$ cat src/rtl/refgen_pkg.sv
package refgen_pkg;

   typedef enum logic [1:0] {
      RATE_FAST    = 2'd0,
      RATE_SQUARE  = 2'd1,
      RATE_SLOW    = 2'd2,
      RATE_MINUTE  = 2'd3
   } rate_e;

endpackage

$ cat src/rtl/refgen_frac.sv
// Fractional pulse spreader: NUM pulses per DEN advances, evenly spaced.
module refgen_frac #(
   parameter int NUM = 32,
   parameter int DEN = 75
) (
   input  logic clk,
   input  logic rst_n,
   input  logic clr,
   input  logic adv,
   output logic hit
);
   localparam int AW = $clog2(NUM + DEN + 1);

   logic [AW-1:0] acc_q;
   logic [AW-1:0] sum;
   logic          over;

   always_comb begin
      sum  = acc_q + AW'(NUM);
      over = (sum >= AW'(DEN));
      hit  = adv && over;
   end

   always_ff @(posedge clk) begin
      if (!rst_n) begin
         acc_q <= '0;
      end else if (clr) begin
         acc_q <= '0;
      end else if (adv) begin
         acc_q <= over ? (sum - AW'(DEN)) : sum;
      end
   end
endmodule

$ cat src/rtl/refgen_div.sv
// Modulo-MOD advance counter with a wrap strobe on the final advance.
module refgen_div #(
   parameter int MOD = 768
) (
   input  logic clk,
   input  logic rst_n,
   input  logic clr,
   input  logic adv,
   output logic wrap
);
   generate
      if (MOD == 1) begin : g_pass
         logic unused_ok;
         assign unused_ok = clk ^ rst_n ^ clr;
         assign wrap = adv;
      end else begin : g_count
         localparam int CW = $clog2(MOD);
         logic [CW-1:0] cnt_q;
         logic          at_end;

         assign at_end = (cnt_q == CW'(MOD - 1));
         assign wrap   = adv && at_end;

         always_ff @(posedge clk) begin
            if (!rst_n) begin
               cnt_q <= '0;
            end else if (clr) begin
               cnt_q <= '0;
            end else if (adv) begin
               cnt_q <= at_end ? '0 : cnt_q + CW'(1);
            end
         end
      end
   endgenerate
endmodule

$ cat src/rtl/refgen_square.sv
// Toggle stage: level flips on every strobe, cleared low.
module refgen_square (
   input  logic clk,
   input  logic rst_n,
   input  logic clr,
   input  logic flip,
   output logic level
);
   always_ff @(posedge clk) begin
      if (!rst_n) begin
         level <= 1'b0;
      end else if (clr) begin
         level <= 1'b0;
      end else if (flip) begin
         level <= ~level;
      end
   end
endmodule

$ cat src/rtl/ref_pulse_gen.sv
module ref_pulse_gen
   import refgen_pkg::*;
#(
   parameter int FRAC_NUM      = 32,
   parameter int FRAC_DEN      = 75,
   parameter int SQ_HALF_TICKS = 768,
   parameter int SLOW_TICKS    = 38400,
   parameter int MIN_MULT      = 120
) (
   input  logic       clk,
   input  logic       rst_n,
   input  logic       osc_tick,
   input  logic [1:0] rate_sel,
   input  logic       rx_enable,
   output logic       ref_out
);
   localparam int MIN_TICKS = SLOW_TICKS * MIN_MULT;

   generate
      if (FRAC_NUM < 1 || FRAC_NUM * 2 > FRAC_DEN) begin : g_bad_frac
         $error("FRAC_NUM must be in 1..FRAC_DEN/2");
      end
      if (SQ_HALF_TICKS < 2) begin : g_bad_sq
         $error("SQ_HALF_TICKS must be at least 2");
      end
      if (SLOW_TICKS < 2) begin : g_bad_slow
         $error("SLOW_TICKS must be at least 2");
      end
      if (MIN_MULT < 1 || MIN_TICKS < 2) begin : g_bad_min
         $error("MIN_MULT must be at least 1");
      end
   endgenerate

   logic [1:0] sel_q;
   logic       sel_chg;
   rate_e      rate;
   logic       frac_hit;
   logic       sq_wrap;
   logic       sq_lvl;
   logic       slow_wrap;
   logic       min_wrap;
   logic       nxt;
   logic       ref_q;

   assign sel_chg = (rate_sel != sel_q);
   assign rate    = rate_e'(rate_sel);

   always_ff @(posedge clk) begin
      if (!rst_n) sel_q <= 2'd0;
      else        sel_q <= rate_sel;
   end

   refgen_frac #(.NUM(FRAC_NUM), .DEN(FRAC_DEN)) u_frac (
      .clk(clk), .rst_n(rst_n), .clr(sel_chg), .adv(osc_tick), .hit(frac_hit)
   );

   refgen_div #(.MOD(SQ_HALF_TICKS)) u_sq_div (
      .clk(clk), .rst_n(rst_n), .clr(sel_chg), .adv(osc_tick), .wrap(sq_wrap)
   );

   refgen_square u_sq (
      .clk(clk), .rst_n(rst_n), .clr(sel_chg), .flip(sq_wrap), .level(sq_lvl)
   );

   refgen_div #(.MOD(SLOW_TICKS)) u_slow_div (
      .clk(clk), .rst_n(rst_n), .clr(sel_chg), .adv(osc_tick), .wrap(slow_wrap)
   );

   refgen_div #(.MOD(MIN_MULT)) u_min_div (
      .clk(clk), .rst_n(rst_n), .clr(sel_chg), .adv(slow_wrap), .wrap(min_wrap)
   );

   always_comb begin
      unique case (rate)
         RATE_FAST:   nxt = frac_hit;
         RATE_SQUARE: nxt = sq_lvl ^ sq_wrap;
         RATE_SLOW:   nxt = slow_wrap;
         RATE_MINUTE: nxt = min_wrap && !rx_enable;
         default:     nxt = 1'b0;
      endcase
   end

   always_ff @(posedge clk) begin
      if (!rst_n) begin
         ref_q <= 1'b0;
      end else if (sel_chg) begin
         ref_q <= 1'b0;
      end else if (osc_tick) begin
         ref_q <= nxt;
      end
   end

   assign ref_out = ref_q;
endmodule

$ cat config.mk
export PLATFORM = sky130hd
export DESIGN_NAME = ref_pulse_gen
export DESIGN_NICKNAME = d
export VERILOG_FILES = /design/src/rtl/refgen_pkg.sv /design/src/rtl/refgen_frac.sv /design/src/rtl/refgen_div.sv /design/src/rtl/refgen_square.sv /design/src/rtl/ref_pulse_gen.sv
export SDC_FILE = /design/constraint.sdc
export NUM_CORES = 1
export LEC_CHECK = 0
export ABC_AREA = 1
export BUFFER_PORTS_ARGS = -buffer_cell sky130_fd_sc_hd__buf_2
export CORE_ASPECT_RATIO = 1.1
export CORE_MARGIN = 1
export CORE_UTILIZATION = 25
export DETAILED_ROUTE_END_ITERATION = 6
export PLACE_DENSITY = 0.4
export SETUP_SLACK_MARGIN = 0.05
export SLEW_MARGIN = 20
export SYNTH_ARGS = -nofsm -noshare
export SYNTH_HDL_FRONTEND = slang
export SYNTH_SLANG_ARGS = --single-unit
$ cat constraint.sdc
create_clock -name clk -period 1.8 [get_ports clk]
set_input_delay 0.09 -clock clk [delete_from_list [all_inputs] [get_ports clk]]
set_output_delay 0.09 -clock clk [all_outputs]
set_load 0.05 [all_outputs]
==> flow_metrics.py, run 1 <==
metrics = {
    "setup_path": {
        "slowest_delay_ns": 0.36,
        "path_class": "reg2reg",
        "crit_path_end_kind": "flip-flop",
        "reg2reg_depth": 11,
        "crit_path_start_kind": "flip-flop",
        "reg2reg_to": "ref_out",
        "worstPathMaxFanout": 7,
        "required_ns": 2.04,
        "cp_common_cell": "nand2_1",
        "cp.arrival_ns": 1.81,
        "r2r_setup_slack_ns": 0.23,
        "path_buf_inv": 0,
        "cpLargestDelayFamily": "simple AND/OR/NAND/NOR gates",
        "r2r-start": "u_slow_div.g_count.cnt_q[1]",
        "path_cells": "ha_1 > nand2_1 > nor2_4 > nand2_4 > nor2_8 > nand3_2 > nand2_1 > nand2_1 > nand2_1 > nand2_1 > a21oi_2",
        "worst_path_max_delay_cell": "dfxtp_1",
    },
    "drt": {
        "wl_per_cell_um": 10.14,
        "vias": 1859,
        "vias_per_cell": 4.264,
        "drtIter0Drc": 47,
        "drt-pass1-iter-count": 6,
        "ant_nets": 0,
        "routed_wl_um": 4420,
        "drc": 0,
    },
    "clock_network": {
        "cts.clk_slew.worst_paths_ns": 0.08,
        "cts-buffers-inserted": 5,
        "cts.sinks": 44,
        "clock_latency_ns": 0.30,
        "cts-root-buf": "clkbuf_8",
        "cts-htree-levels": 2,
        "cts_tree": "done",
        "clk_path_buf_depth": 2,
    },
    "sta": {
        "holdWs_ns": 0.01571,
        "rsz0062_at_grt": "false",
        "setup_viol": 0,
        "fin_crit_sh_pct": 87.40,
        "clock.fmax_mhz": 635.6,
        "hold_viol": 0,
        "tightestPinTransition_ns": 0.3313,
        "final.setup_skew_ns": 0.005635,
        "setup-tns-final_ns": 0,
        "timing.slew.headroom_pct": 77.74,
        "finalMaxSlewViolations": 0,
        "setup_ws_ns": 0.2268,
        "period_needed_ns": 1.573,
    },
    "global_route": {
        "grt_antenna_before_repair": 0,
        "grt_pass1_wl_um": 7762,
        "grt_overflow": 0,
        "grt_usage_pct": 10.42,
        "grt_pass1_vias": 1769,
        "grt_max_degree": 13,
    },
    "synthesis": {
        "ys.warnings.count": 0,
        "avgSynthCellArea_um2": 7.410,
        "ys_types": 37,
        "syn-num-nets": 320,
        "ys_ff_latch": 44,
        "synthesis.area_um2": 2282,
        "synthCells": 308,
        "synth-seq-area-share_pct": 38.60,
    },
    "placement": {
        "place_congestion": 0.6915,
        "dp_cells": 427,
        "pre_cts_slack_ns": 0.09717,
        "dp_hpwl_um": 3281,
        "place_area_um2": 2450,
        "numPortBuffers": 6,
    },
    "final_layout": {
        "mostFrequentLayoutCells": "nand2_1, nor2_1, dfxtp_1",
        "fin_util_pct": 28.81,
        "drive_above_1_share_pct": 15.53,
        "fin_cells": 436,
        "fin_area_um2": 2556,
        "layout_commonest_cell": "nand2_1",
        "syn2layout_area_growth_pct": 12.01,
        "nets": 333,
        "n_antenna_cell": 0,
    },
    "floorplan": {
        "start_util_pct": 25.72,
        "core.rowCount": 36,
        "die_y_um": 102.2,
        "io_pins": 7,
        "die_width_um": 93.10,
        "core_um2": 8874,
        "die-area_um2": 9516,
    },
    "power_and_ir_drop": {
        "peakVddDrop_uv": 239.7,
        "power_leakage_nw": 1.058,
        "power.total_mw": 1.729,
        "p_per_area_nw_per_um2": 676.3,
    },
    "hold_path": {
        "hold_path_depth": 3,
        "hold_end": "sel_q[1]",
        "worstHoldStart": "rst_n",
        "min_path_type": "in2reg",
    },
    "status": {
        "status": "complete, no violations",
    },
    "job": {
        "cap_viol_max_count": 0,
    },
}
==> layout make-up <==
| cell class | count | area, um^2 |
|---|---|---|
| Sequential cell | 44 | 882.1 |
| Timing Repair Buffer | 8 | 45.04 |
| Inverter | 41 | 155.1 |
| Fill cell | 973 | 6317 |
| Clock buffer | 8 | 90.09 |
| Tap cell | 114 | 142.6 |
| Multi-Input combinational cell | 221 | 1241 |
==> power by group <==
| part | internal [mW] | leakage (nW) | switching (mW) |
|---|---|---|---|
| logic | 0.0288 | 0.656 | 0.0632 |
| clock network | 0.314 | 0.0455 | 0.338 |
| registers | 0.980 | 0.356 | 0.00514 |
==> repair_timing <==
action	CTS	global route
setup endpoints to repair	0	13
resized for setup	0	4
buffers inserted	0	1
hold buffers	0	0
==> how the worst max path moves through the flow <==
| stage | startpoint | slack (ns) | cells past startpoint | end |
|---|---|---|---|---|
| after floorplan | u_frac.acc_q[5] | 0.26 | 9 | u_frac.acc_q[2] |
| after global placement | u_frac.acc_q[5] | 0.14 | 9 | u_frac.acc_q[2] |
| after detailed placement | u_frac.acc_q[5] | 0.1 | 9 | u_frac.acc_q[2] |
| after CTS | u_frac.acc_q[5] | 0.07 | 9 | u_frac.acc_q[2] |
| after global routing | u_slow_div.g_count.cnt_q[1] | 0.06 | 10 | u_min_div.g_count.cnt_q[5] |
| final | u_slow_div.g_count.cnt_q[1] | 0.23 | 11 | ref_out |
==> routing by layer <==
layer	part of all wire [%]	vias to the layer above	track usage, %
li1	-	996	-
met1	48	844	12.17
met2	48	12	18.27
met3	2.1	7	2.455
met4	1.8	0	4.497
met5	0	-	0
==> cell families (layout without fill, tap and decap cells) <==
group                      Yosys count  in the layout  share of synthesized area, %
buffers and inverters               43             57                         7.346
adders and majority gates            6              6                         3.289
and+or+nand+nor                    172            172                         38.43
DFF                                 44             44                         38.60
AOI/OAI and AO/OA                   32             32                         8.115
xor gates and xnor gates            11             11                         4.222
==> Yosys cell counts <==
| cell type | number | area share (%) |
|---|---|---|
| a31oi_1 | 1 | 0.27 |
| nand3_2 | 1 | 0.44 |
| inv_2 | 3 | 0.49 |
| nor3b_1 | 4 | 1.3 |
| nor3_4 | 2 | 1.4 |
| xnor2_1 | 2 | 0.77 |
| nor2_4 | 5 | 2.5 |
| or2_0 | 1 | 0.27 |
| nor3_2 | 3 | 1.3 |
| a21oi_1 | 16 | 3.5 |
| nor3_1 | 8 | 1.8 |
| nor4_1 | 1 | 0.27 |
| buf_4 | 1 | 0.33 |
| and3_1 | 1 | 0.27 |
| nor3b_2 | 2 | 1.1 |
| nand3_1 | 11 | 2.4 |
| nand4_1 | 3 | 0.82 |
| xor2_1 | 9 | 3.5 |
| nand2_2 | 9 | 2.5 |
| a31o_2 | 1 | 0.38 |
| inv_1 | 37 | 6.1 |
| o21ai_0 | 9 | 2.0 |
| nor2_1 | 46 | 7.6 |
| o21a_1 | 1 | 0.33 |
| buf_2 | 1 | 0.22 |
| a211oi_2 | 1 | 0.55 |
| ha_1 | 6 | 3.3 |
| nand2_1 | 70 | 12 |
| nor2_8 | 1 | 0.88 |
| a221oi_1 | 1 | 0.38 |
| nor2_2 | 1 | 0.27 |
| clkinv_2 | 1 | 0.22 |
| dfxtp_1 | 44 | 39 |
| a211oi_1 | 1 | 0.33 |
| a21oi_2 | 1 | 0.38 |
| nand2_4 | 2 | 0.99 |
| nand3b_4 | 1 | 0.88 |
==> state kept, by name, summed over array words and instances (netlist names) <==
register                  flops
u_slow_div.g_count.cnt_q     16
u_sq_div.g_count.cnt_q       10
u_frac.acc_q                  7
u_min_div.g_count.cnt_q       7
sel_q                         2
ref_out                       1
u_sq.level                    1
==> worst register-to-register path, cell delays in order, from the launching register on <==
cell	delay, ns
dfxtp_1	0.36
ha_1	0.18
nand2_1	0.12
nor2_4	0.14
nand2_4	0.08
nor2_8	0.19
nand3_2	0.08
nand2_1	0.08
nand2_1	0.05
nand2_1	0.05
nand2_1	0.06
a21oi_2	0.12
Power figures use the tool's default switching activity.
==> run 2: changes to the inputs <==
--- a/config.mk
+++ b/config.mk
@@ -11,7 +11,7 @@
 export CORE_MARGIN = 1
 export CORE_UTILIZATION = 25
 export DETAILED_ROUTE_END_ITERATION = 6
-export PLACE_DENSITY = 0.4
+export PLACE_DENSITY = 0.41
 export SETUP_SLACK_MARGIN = 0.05
 export SLEW_MARGIN = 20
 export SYNTH_ARGS = -nofsm -noshare
==> constraint.sdc (replaced) <==
create_clock -name clk -period 1.42 [get_ports clk]
set_input_delay 0.071 -clock clk [delete_from_list [all_inputs] [get_ports clk]]
set_output_delay 0.071 -clock clk [all_outputs]
set_load 0.05 [all_outputs]
==> flow_metrics.py, run 2 (synthesis gave the netlist of run 1 again) <==
metrics = {
    "floorplan": {
        "core.rowCount": 36,
        "start_util_pct": 25.72,
        "die_width_um": 93.10,
        "die_y_um": 102.2,
        "io_pins": 7,
        "die-area_um2": 9516,
        "core_um2": 8874,
    },
    "sta": {
        "clock.fmax_mhz": 694.1,
        "finalMaxSlewViolations": 0,
        "hold_viol": 0,
        "final.setup_skew_ns": 0.01353,
        "tightestPinTransition_ns": 0.2886,
        "timing.slew.headroom_pct": 80.74,
        "fin_crit_sh_pct": 101.5,
        "setup_ws_ns": -0.02065,
        "setup_viol": 6,
        "period_needed_ns": 1.441,
        "rsz0062_at_grt": "true",
        "holdWs_ns": 0.1094,
    },
    "setup_path": {
        "worstPathMaxFanout": 4,
        "crit_path_end_kind": "flip-flop",
        "reg2reg_depth": 10,
        "r2r_setup_slack_ns": -0.02,
        "reg2reg_to": "u_min_div.g_count.cnt_q[2]",
        "path_buf_inv": 2,
        "required_ns": 1.62,
        "r2r-start": "u_slow_div.g_count.cnt_q[0]",
        "cp.arrival_ns": 1.64,
        "crit_path_start_kind": "flip-flop",
        "worst_path_max_delay_cell": "dfxtp_4",
        "slowest_delay_ns": 0.38,
        "path_class": "reg2reg",
        "path_cells": "ha_4 > nand2_4 > nor2_4 > nand2_4 > nor2_8 > buf_4 > buf_4 > nand3_1 > nand2_1 > a21oi_1",
        "cpLargestDelayFamily": "simple AND/OR/NAND/NOR gates",
    },
    "final_layout": {
        "mostFrequentLayoutCells": "nand2_1, nor2_1, buf_4",
        "fin_util_pct": 35.84,
        "drive_above_1_share_pct": 40.05,
        "fin_area_um2": 3181,
        "largestRegisters": "u_slow_div.g_count.cnt_q (16), u_sq_div.g_count.cnt_q (10)",
        "largest_register": "u_slow_div.g_count.cnt_q",
        "syn2layout_area_growth_pct": 39.36,
        "n_antenna_cell": 0,
        "layout_commonest_cell": "nand2_1",
        "largest_register_ffs": 16,
        "nets": 378,
    },
    "placement": {
        "numPortBuffers": 6,
        "place_area_um2": 2703,
        "dp_hpwl_um": 3618,
        "place_congestion": 0.7000,
        "pre_cts_slack_ns": -0.02828,
    },
    "hold_path": {
        "hold_path_depth": 3,
        "min_path_type": "in2reg",
        "hold_end": "u_slow_div.g_count.cnt_q[0]",
        "worstHoldStart": "osc_tick",
    },
    "global_route": {
        "grt_pass1_wl_um": 8362,
        "grt_usage_pct": 11.16,
        "grt_max_degree": 16,
        "grt_antenna_before_repair": 0,
        "grt_overflow": 0,
        "grt_pass1_vias": 1860,
    },
    "drt": {
        "wl_per_cell_um": 10.63,
        "ant_nets": 0,
        "drtIter0Drc": 46,
        "drt-pass1-iter-count": 4,
        "vias_per_cell": 4.227,
        "vias": 2033,
        "drc": 0,
        "routed_wl_um": 5112,
    },
    "status": {
        "status": "finished with violations",
        "violations": "setup timing",
    },
    "power_and_ir_drop": {
        "power_leakage_nw": 1.380,
        "p_per_area_nw_per_um2": 765.7,
        "peakVddDrop_uv": 366.0,
    },
    "clock_network": {
        "clk_path_buf_depth": 2,
        "cts.clk_slew.worst_paths_ns": 0.10,
        "cts-htree-levels": 2,
        "clock_latency_ns": 0.30,
        "cts-root-buf": "clkbuf_8",
        "cts_tree": "done",
        "cts.sinks": 44,
        "cts-buffers-inserted": 5,
    },
    "job": {
        "cap_viol_max_count": 0,
    },
}
run 2: what timing repair did:
action                     in CTS  in global routing
pin swaps                      14                 25
cloned                          1                  0
setup buffers                   5                 10
hold buffers                    3                  0
resized for setup              27                 41
hold endpoints to repair        2                  0
setup endpoints to repair      19                 26
run 2: report_power, final:
part	switching, mW	internal, mW	total, mW
Clock	0.477	0.531	1.01
Sequential	0.00700	1.24	1.25
Combinational	0.105	0.0771	0.182
run 2: worst register-to-register path, stage by stage (launching register included):
cell and delay [ns]:
dfxtp_4 0.38, ha_4 0.15, nand2_4 0.05, nor2_4 0.11
nand2_4 0.09, nor2_8 0.17, buf_4 0.14, buf_4 0.11
nand3_1 0.06, nand2_1 0.05, a21oi_1 0.03
run 2: how the worst max path moves through the flow:
stage	cells past startpoint	slack, ns	end	start
2_1_floorplan	10	0.03	u_min_div.g_count.cnt_q[5]	u_slow_div.g_count.cnt_q[1]
3_3_place_gp	8	-0.009	u_frac.acc_q[6]	u_frac.acc_q[0]
3_5_place_dp	10	-0.03	u_min_div.g_count.cnt_q[5]	u_slow_div.g_count.cnt_q[1]
4_1_cts	10	-0.0007	u_min_div.g_count.cnt_q[5]	u_slow_div.g_count.cnt_q[0]
5_1_grt	10	-0.11	u_min_div.g_count.cnt_q[5]	u_slow_div.g_count.cnt_q[0]
6_report	10	-0.02	u_min_div.g_count.cnt_q[2]	u_slow_div.g_count.cnt_q[0]
run 2: cell type report:
class	count	area, um^2
multi-input cells	222	1458
clock inverters	3	47.55
inverters	41	161.4
well taps	114	142.6
clock buffers	5	68.82
fillers	926	5693
flip-flops and latches	44	904.6
repair buffers	52	397.9
run 2: per-layer routing:
layer / vias up / track usage, % / routed length (um)
met3: 4 / 2.232 / 86
met2: 11 / 18.33 / 2490
met1: 919 / 14.45 / 2471
li1: 1099 / - / -
met5: - / 0 / 0
met4: 0 / 4.260 / 63
run 2: per-stage QoR:
step	total power, mW	instances	TNS [ns]
final	2.435	481	-0.04549
after global routing	2.545	481	-1.177
after CTS	2.472	471	-0.0007265
after global placement	1.422	454	-0.01427
after detailed placement	1.422	454	-0.06008
after floorplan	1.365	308	0
==> run 3: changes to the inputs <==
--- a/config.mk
+++ b/config.mk
@@ -10,10 +10,10 @@
 export CORE_ASPECT_RATIO = 1.1
 export CORE_MARGIN = 1
 export CORE_UTILIZATION = 25
+export CTS_CLUSTER_SIZE = 25
 export DETAILED_ROUTE_END_ITERATION = 6
 export PLACE_DENSITY = 0.41
-export SETUP_SLACK_MARGIN = 0.05
-export SLEW_MARGIN = 20
+export SETUP_SLACK_MARGIN = 0.3
 export SYNTH_ARGS = -nofsm -noshare
 export SYNTH_HDL_FRONTEND = slang
 export SYNTH_SLANG_ARGS = --single-unit
==> flow_metrics.py, run 3 (synthesis gave the netlist of run 1 again) <==
metrics = {
    "final_layout": {
        "largest_register": "u_slow_div.g_count.cnt_q",
        "layout_commonest_cell": "nand2_1",
        "mostFrequentLayoutCells": "nand2_1, nor2_1, buf_4",
        "drive_above_1_share_pct": 49.60,
        "n_antenna_cell": 0,
        "syn2layout_area_growth_pct": 51.48,
        "nets": 386,
        "fillers": 877,
        "largest_register_ffs": 16,
        "largestRegisters": "u_slow_div.g_count.cnt_q (16), u_sq_div.g_count.cnt_q (10)",
    },
    "clock_network": {
        "cts.clk_slew.worst_paths_ns": 0.09,
        "clock_latency_ns": 0.30,
        "cts-htree-levels": 2,
        "cts-buffers-inserted": 5,
        "cts_tree": "done",
        "cts-root-buf": "clkbuf_8",
        "clk_path_buf_depth": 2,
        "cts.sinks": 44,
    },
    "setup_path": {
        "crit_path_end_kind": "flip-flop",
        "worst_path_max_delay_cell": "dfxtp_4",
        "worstPathMaxFanout": 3,
        "cp.arrival_ns": 1.66,
        "r2r-start": "u_slow_div.g_count.cnt_q[0]",
        "cp_common_cell": "nand2_4",
        "crit_path_start_kind": "flip-flop",
        "path_class": "reg2reg",
        "cp-endpoint": "u_slow_div.g_count.cnt_q[14]",
        "cp-startpoint": "u_slow_div.g_count.cnt_q[0]",
        "reg2reg_depth": 10,
        "required_ns": 1.62,
        "reg2reg_to": "u_slow_div.g_count.cnt_q[14]",
        "r2r_setup_slack_ns": -0.03,
        "slowest_delay_ns": 0.39,
        "path_cells": "ha_4 > nand2_4 > nor2_4 > nand2_4 > clkinv_4 > nand2_2 > nor3_4 > nand3_1 > nand2_1 > nor2_1",
    },
    "global_route": {
        "grt_max_degree": 14,
        "grt_pass1_wl_um": 9294,
        "grt_usage_pct": 12.39,
        "grt_overflow": 0,
        "grt_pass1_vias": 2054,
        "grt_antenna_before_repair": 0,
    },
    "power_and_ir_drop": {
        "p_per_area_nw_per_um2": 663.5,
        "p_clk_share_pct": 36.9,
        "peakVddDrop_uv": 354.8,
        "swShare_pct": 25.33,
        "power_leakage_nw": 1.423,
        "power.total_mw": 2.294,
        "p_int_mw": 1.713,
        "seq_power_share_pct": 54.4,
        "comb_power_share_pct": 8.7,
        "switchingPower_mw": 0.5810,
    },
    "hold_path": {
        "min_path_type": "in2reg",
    },
    "sta": {
        "tightestPinTransition_ns": 0.2941,
        "finalMaxSlewViolations": 0,
        "setup_ws_ns": -0.03250,
        "timing.slew.headroom_pct": 80.34,
        "clock.fmax_mhz": 688.5,
        "fin_crit_sh_pct": 102.3,
        "period_needed_ns": 1.452,
        "setup_viol": 3,
        "hold_viol": 0,
        "rsz0062_at_grt": "true",
        "final.setup_skew_ns": 0.01097,
    },
    "drt": {
        "drc": 0,
        "wl_per_cell_um": 10.88,
        "drt-pass1-iter-count": 4,
        "drtIter0Drc": 52,
        "vias": 2103,
        "routed_wl_um": 5319,
        "vias_per_cell": 4.301,
        "ant_nets": 0,
    },
    "placement": {
        "place_congestion": 0.7091,
        "pre_cts_slack_ns": -0.02503,
        "dp_hpwl_um": 3601,
        "numPortBuffers": 6,
    },
    "floorplan": {
        "die_width_um": 93.10,
        "core_um2": 8874,
        "core.rowCount": 36,
        "start_util_pct": 25.72,
        "die_y_um": 102.2,
        "die-area_um2": 9516,
        "io_pins": 7,
    },
    "status": {
        "violations": "setup timing",
        "status": "finished with violations",
    },
    "job": {
        "cap_viol_max_count": 0,
    },
}
[run 3: changes by cell type in the layout (fill, tap and decap cells not counted), moves of 4 or more]
cell	before	now
buf_4	39	34
nor2_2	3	7
buf_6	4	17
nand2_1	56	47
nor2_1	43	36
nand2_2	18	25
[run 3: worst min-delay path by stage]
| stage | from | to | slack [ns] | depth (start not counted) |
|---|---|---|---|---|
| floorplan | rate_sel[0] | sel_q[0] | 0.16 | 2 |
| global placement | rate_sel[1] | sel_q[1] | 0.30 | 3 |
| detailed placement | rate_sel[1] | sel_q[1] | 0.30 | 3 |
| CTS | rate_sel[0] | sel_q[0] | 0.01 | 3 |
| global route | rate_sel[0] | sel_q[0] | 0.05 | 3 |
| finish | rate_sel[0] | sel_q[0] | 0.02 | 3 |
[run 3: critical path: cells and delay by family, from the launching register on]
family | cells | cell delay [ns]
adders and majority gates | 1 | 0.15
and+or+nand+nor | 8 | 0.73
buffers and inverters | 1 | 0.09
DFF | 1 | 0.39
[run 3: what timing repair did]
action	in CTS	in global routing
hold buffers	2	0
setup buffers	18	9
pin swaps	36	24
endpoints found under the hold margin	2	0
endpoints found under the setup margin	40	42
gates resized for setup	63	44
cloned	1	0
[run 3: area by class of cell]
cell class / instances / area [um^2] / share of cell area, %
inverter: 41 / 176.4 / 5.103
multi-input combinational: 222 / 1623 / 46.94
tap: 114 / 142.6 / 4.126
clock inverter: 2 / 10.01 / 0.2895
timing repair buffer: 60 / 516.7 / 14.95
sequential: 44 / 905.9 / 26.20
clock buffer: 6 / 82.58 / 2.389
[run 3: metal layers]
| layer | vias up | routed length, um | track usage [%] | share of wire, % |
|---|---|---|---|---|
| li1 | 1119 | - | - | - |
| met1 | 963 | 2511 | 15.33 | 47 |
| met2 | 13 | 2624 | 21.49 | 49 |
| met3 | 8 | 103 | 2.455 | 1.9 |
| met4 | 0 | 80 | 4.260 | 1.5 |
| met5 | - | 0 | 0 | 0 |
[run 3: metrics by stage]
| step | hold WS (ns) | instances | area (um^2) | TNS, ns | util [%] |
|---|---|---|---|---|---|
| 2_1_floorplan | 0.1645 | 308 | 2389 | 0 | - |
| 3_3_place_gp | 0.2954 | 451 | 2736 | 0 | 30.84 |
| 3_5_place_dp | 0.2992 | 451 | 2736 | -0.06591 | 30.84 |
| 4_1_cts | 0.01230 | 480 | 3209 | -0.08134 | 36.17 |
| 5_1_grt | 0.04975 | 489 | 3457 | -1.180 | 38.96 |
| 6_report | 0.01534 | 489 | 3457 | -0.06090 | 38.96 |
[run 3: power by group through the flow]
stage                     clock network [mW]  registers [mW]  logic [mW]
after CTS                              0.883            1.25       0.181
after floorplan                            0            1.28      0.0939
after detailed placement                   0            1.28       0.140
after global routing                   0.925            1.25       0.222
after global placement                     0            1.28       0.141
final                                  0.846            1.25       0.200
